[config.mk]
export PLATFORM = sky130hd
export DESIGN_NAME = dual_lane_parity
export DESIGN_NICKNAME = d
export VERILOG_FILES = /design/src/rtl/dual_lane_parity_pkg.sv /design/src/rtl/dlp_mode_reg.sv /design/src/rtl/dlp_wr_stage.sv /design/src/rtl/dlp_rd_stage.sv /design/src/rtl/dual_lane_parity.sv
export SDC_FILE = /design/constraint.sdc
export NUM_CORES = 1
export LEC_CHECK = 0
export CAP_MARGIN = 20
export CORE_ASPECT_RATIO = 1.2
export CORE_MARGIN = 5
export CORE_UTILIZATION = 35
export CTS_CLUSTER_DIAMETER = 150
export CTS_CLUSTER_SIZE = 30
export DETAILED_ROUTE_END_ITERATION = 10
export PLACE_DENSITY = 0.69
export SLEW_MARGIN = 20
export SYNTH_ARGS = -nofsm -noshare
export SYNTH_HDL_FRONTEND = slang
export SYNTH_SLANG_ARGS = --single-unit
[constraint.sdc]
create_clock -name clk -period 1.8 [get_ports clk]
set_input_delay 0.36 -clock clk [delete_from_list [all_inputs] [get_ports clk]]
set_output_delay 0.36 -clock clk [all_outputs]
set_load 0.01 [all_outputs]
[src/rtl/dual_lane_parity_pkg.sv]
package dual_lane_parity_pkg;
  localparam int MODE_W = 3;

  typedef struct packed {
    logic en;   // parity active
    logic chk;  // 1: check on read, 0: generate on write
    logic odd;  // 1: odd sense, 0: even sense
  } mode_t;
endpackage

[src/rtl/dlp_mode_reg.sv]
module dlp_mode_reg
  import dual_lane_parity_pkg::*;
#(
  parameter int WORD_W = 18
) (
  input  logic              clk,
  input  logic              rst_n,
  input  logic              mreset_i,
  input  logic              wr_en_i,
  input  logic [WORD_W-1:0] wr_data_i,
  output mode_t             mode_o,
  output logic              mr_first_o
);
  logic  mr_q;
  mode_t mode_q, mode_n;
  logic  mode_ld;

  assign mr_first_o = mreset_i & ~mr_q;

  always_comb begin
    mode_ld = mreset_i & (wr_en_i | mr_first_o);
    mode_n  = '0;
    if (wr_en_i) mode_n = mode_t'(wr_data_i[WORD_W-1 -: MODE_W]);
  end

  always_ff @(posedge clk or negedge rst_n) begin
    if (!rst_n) begin
      mr_q   <= 1'b0;
      mode_q <= '0;
    end else begin
      mr_q <= mreset_i;
      if (mode_ld) mode_q <= mode_n;
    end
  end

  assign mode_o = mode_q;
endmodule

[src/rtl/dlp_wr_stage.sv]
module dlp_wr_stage
  import dual_lane_parity_pkg::*;
#(
  parameter int LANES  = 2,
  parameter int DATA_W = 8,
  localparam int LANE_W = DATA_W + 1,
  localparam int WORD_W = LANES * LANE_W
) (
  input  logic              clk,
  input  logic              rst_n,
  input  mode_t             mode_i,
  input  logic              mreset_i,
  input  logic              wr_en_i,
  input  logic [WORD_W-1:0] wr_data_i,
  output logic              wr_en_o,
  output logic [WORD_W-1:0] wr_data_o
);
  logic [LANES-1:0]  par;
  logic [WORD_W-1:0] word_n;
  logic              vld_n;
  logic              gen;

  for (genvar l = 0; l < LANES; l++) begin : g_lane
    assign par[l] = ^wr_data_i[l*LANE_W +: DATA_W] ^ mode_i.odd;
  end

  always_comb begin
    gen    = mode_i.en & ~mode_i.chk;
    vld_n  = wr_en_i & ~mreset_i;
    word_n = wr_data_i;
    if (gen) begin
      for (int l = 0; l < LANES; l++) word_n[l*LANE_W + DATA_W] = par[l];
    end
  end

  always_ff @(posedge clk or negedge rst_n) begin
    if (!rst_n) begin
      wr_en_o   <= 1'b0;
      wr_data_o <= '0;
    end else begin
      wr_en_o <= vld_n;
      if (vld_n) wr_data_o <= word_n;
    end
  end
endmodule

[src/rtl/dlp_rd_stage.sv]
module dlp_rd_stage
  import dual_lane_parity_pkg::*;
#(
  parameter int LANES  = 2,
  parameter int DATA_W = 8,
  localparam int LANE_W = DATA_W + 1,
  localparam int WORD_W = LANES * LANE_W
) (
  input  logic              clk,
  input  logic              rst_n,
  input  mode_t             mode_i,
  input  logic              mreset_i,
  input  logic              mr_first_i,
  input  logic              rd_en_i,
  input  logic [WORD_W-1:0] rd_data_i,
  output logic [WORD_W-1:0] rd_data_o,
  output logic [LANES-1:0]  rd_err_o
);
  logic [LANES-1:0]  mism;
  logic [WORD_W-1:0] data_n;
  logic [LANES-1:0]  err_n;
  logic              ld;

  for (genvar l = 0; l < LANES; l++) begin : g_lane
    assign mism[l] = ^rd_data_i[l*LANE_W +: LANE_W] ^ mode_i.odd;
  end

  always_comb begin
    ld     = 1'b0;
    data_n = '0;
    err_n  = '0;
    if (mreset_i) begin
      ld = rd_en_i | mr_first_i;
      if (rd_en_i) data_n[WORD_W-1 -: MODE_W] = mode_i;
    end else if (rd_en_i) begin
      ld     = 1'b1;
      data_n = rd_data_i;
      if (mode_i.en && mode_i.chk) err_n = mism;
    end
  end

  always_ff @(posedge clk or negedge rst_n) begin
    if (!rst_n) begin
      rd_data_o <= '0;
      rd_err_o  <= '0;
    end else if (ld) begin
      rd_data_o <= data_n;
      rd_err_o  <= err_n;
    end
  end
endmodule

[src/rtl/dual_lane_parity.sv]
module dual_lane_parity
  import dual_lane_parity_pkg::*;
#(
  parameter int LANES  = 2,
  parameter int DATA_W = 8,
  localparam int WORD_W = LANES * (DATA_W + 1)
) (
  input  logic              clk,
  input  logic              rst_n,
  input  logic              mreset_i,
  input  logic              wr_en_i,
  input  logic [WORD_W-1:0] wr_data_i,
  output logic              wr_en_o,
  output logic [WORD_W-1:0] wr_data_o,
  input  logic              rd_en_i,
  input  logic [WORD_W-1:0] rd_data_i,
  output logic [WORD_W-1:0] rd_data_o,
  output logic [LANES-1:0]  rd_err_o
);
  mode_t mode_q;
  logic  mr_first;

  dlp_mode_reg #(.WORD_W(WORD_W)) u_mode (
    .clk(clk), .rst_n(rst_n), .mreset_i(mreset_i), .wr_en_i(wr_en_i),
    .wr_data_i(wr_data_i), .mode_o(mode_q), .mr_first_o(mr_first)
  );

  dlp_wr_stage #(.LANES(LANES), .DATA_W(DATA_W)) u_wr (
    .clk(clk), .rst_n(rst_n), .mode_i(mode_q), .mreset_i(mreset_i),
    .wr_en_i(wr_en_i), .wr_data_i(wr_data_i),
    .wr_en_o(wr_en_o), .wr_data_o(wr_data_o)
  );

  dlp_rd_stage #(.LANES(LANES), .DATA_W(DATA_W)) u_rd (
    .clk(clk), .rst_n(rst_n), .mode_i(mode_q), .mreset_i(mreset_i),
    .mr_first_i(mr_first), .rd_en_i(rd_en_i), .rd_data_i(rd_data_i),
    .rd_data_o(rd_data_o), .rd_err_o(rd_err_o)
  );
endmodule

==> metrics.cfg <==
[power_and_ir_drop]
power_density_mw_per_mm2 = 805
p_leak_nw = 1.30
ir_worst_vdd_v = 0.000376

[routing]
ant_nets = 0
route.met3.wl_um = 355
avgRoutedWirePerCell_um = 15.7
via_count = 1466
routed.top_layer = met4
dr.pass1.iters = 3
wl_met1_um = 1880
wl_um = 4740
drc = 0
route.met2.wl_um = 2450
dr.first_iter.drc_count = 21
avgViaCountPerCell = 4.85

[final_layout]
final_net_count = 278
n_antenna_cell = 0
drive_gt1_frac = 0.168
layout_common_cells = clkdlybuf4s50_1, dfrtp_1, mux2_2
fillCellCount = 502
fin_area_mm2 = 0.00300
areaGrowthSynthToFinish_pct = 50.9
mostFrequentLayoutCell = clkdlybuf4s50_1

[worst_setup_path]
cp_max_fo = 17
critPathRequiredTime_ns = 2.03
end_kind = flip-flop
critPathKind = input port to flip-flop
cp-start-kind = input port
startpoint = mreset_i
rr_startpoint = u_mode.mode_o[0]
r2r_cells = 3
cp.arrival_ns = 1.85

[yosys]
synth_seq_cells = 43
syn_area_mm2 = 0.00199
syn_nets = 188
synth_cell_type_count = 22
yosys_warnings = 0
ys_seq_area_frac = 0.541
netlist_instances = 147
avgSynthCellArea_um2 = 13.5
synth_top_cell_area_share = 0.541
synthTopCellsByArea = dfrtp_1, mux2_2, xnor2_1, xnor3_1, a22o_1
synth_top_cell_by_area = dfrtp_1

[clocking]
cts-root-buf = clkbuf_8
post_cts_buffers = 0
htree_levels = 2
cts_tree = yes
clk_pin_slew_worst_paths_ns = 0.08
insertion_delay_ns = 0.29
clock_sinks = 43
cts_made_buffers = 5
clk_path_buf_depth = 2

[global_route]
grt_pass1_wl_um = 7750
grtUsageTotal = 0.137
grt_pass1_vias = 1596
grt-ovfl-total = 0
grt_max_degree = 32
antenna_found_initial = 0

[place]
dp_hpwl_um = 3700
postPlaceCellArea_mm2 = 0.00291
dpl_worst_slack_ns = -0.123
globalplace.congestion = 0.679
io_buffers = 79

[sta]
slew_viol_final = 0
finalHoldViolations = 0
finalSetupTns_ns = 0
rsz0062_at_grt = false
finalSetupViolations = 0
fin_ws_ns = 0.179
slew_headroom = 0.481
timing.final.crit_share = 0.901
worstMarginPinSlew_ns = 0.778
clock_skew_ns = 0.00386
min_period_ns = 1.62
fmax_mhz = 617
hold_ws_ns = 0.488

[die]
ios = 80
start_util = 0.356
num_rows = 30
dieArea_mm2 = 0.00730
coreArea_mm2 = 0.00559
die_w_um = 78.8
die-height_um = 92.6

[job]
maxCapViolations = 0

[outcome]
status = complete, no violations

[worst_hold_path]
hold_class = input port to async pin

==> metal layers <==
layer	global-route usage	vias up
met5	0	-
met4	0.0344	0
met3	0.0535	7
met2	0.245	49
met1	0.150	711
li1	-	699
==> sequential cells by signal, summed over array words and instances, names as in the netlist <==
signal          flops
u_mode.mr_q         1
u_mode.mode_o       3
u_rd.rd_data_o     18
u_wr.wr_en_o        1
u_wr.wr_data_o     18
u_rd.rd_err_o       2
==> power breakdown <==
part	internal (mW)	leakage [nW]	total (mW)	switching, mW
sequential	1.07	0.539	1.13	0.0597
combinational	0.446	0.718	0.700	0.253
clock	0.266	0.0477	0.590	0.324
total	1.78	1.30	2.42	0.637
==> path summary, 6_finish.rpt <==
kind | end | slack (ns)
max | u_rd.rd_data_o[13] | 0.18
min | u_rd.rd_data_o[4] | 0.49
max reg2reg | u_wr.wr_data_o[17] | 0.45
min reg2reg | u_rd.rd_err_o[1] | 0.50
max in group asynchronous | u_rd.rd_data_o[6] | 0.84
min in group clk | u_rd.rd_err_o[1] | 0.50
==> cells by family (layout without fill, tap and decap cells) <==
kind of cell,count (synthesis),after routing,synth area share
XOR/XNOR,26,26,0.156
flip-flops,43,43,0.541
multiplexers,19,19,0.108
AO/OA/AOI/OAI,28,28,0.111
buffers and inverters,10,101,0.0226
AND/OR/NAND/NOR,21,21,0.0623
==> through the flow <==
step	total power, mW	std cells	util
floorplan	1.47	147	-
global placement	1.85	293	0.520
detailed placement	1.86	293	0.520
CTS	2.46	302	0.537
global route	2.56	302	0.537
finish	2.42	302	0.537
==> critical path: stages <==
cell	delay [ns]
clkdlybuf4s50_1	0.44
buf_4	0.16
a21oi_2	0.62
a22o_1	0.26
==> what timing repair did <==
item	4_1_cts	5_1_grt
gates resized for setup	0	0
hold buffers	1	0
hold endpoints to repair	12	0
==> Yosys cell counts (all sizes together) <==
library cell  count
nand4bb           1
a32o              3
buf               6
xor2              4
nand2b            1
a22o             15
nand3b            2
xnor2            16
nand3             1
a22oi             2
mux2             19
nor2              2
xnor3             6
o21ai             6
nand2            11
inv               3
nor2b             1
dfrtp            43
nor3b             2
clkbuf            1
a21oi             2
==> cell type report <==
| cell class | instances | area, µm² | share of cell area |
|---|---|---|---|
| Tap cell | 64 | 80.1 | 0.0267 |
| Inverter | 3 | 11.3 | 0.00375 |
| Clock buffer | 5 | 68.8 | 0.0229 |
| Timing Repair Buffer | 90 | 883 | 0.294 |
| Clock inverter | 3 | 15.0 | 0.00500 |
| Sequential cell | 43 | 1080 | 0.358 |
| Multi-Input combinational cell | 94 | 868 | 0.289 |
No activity file was read; power rests on OpenSTA's default activity.
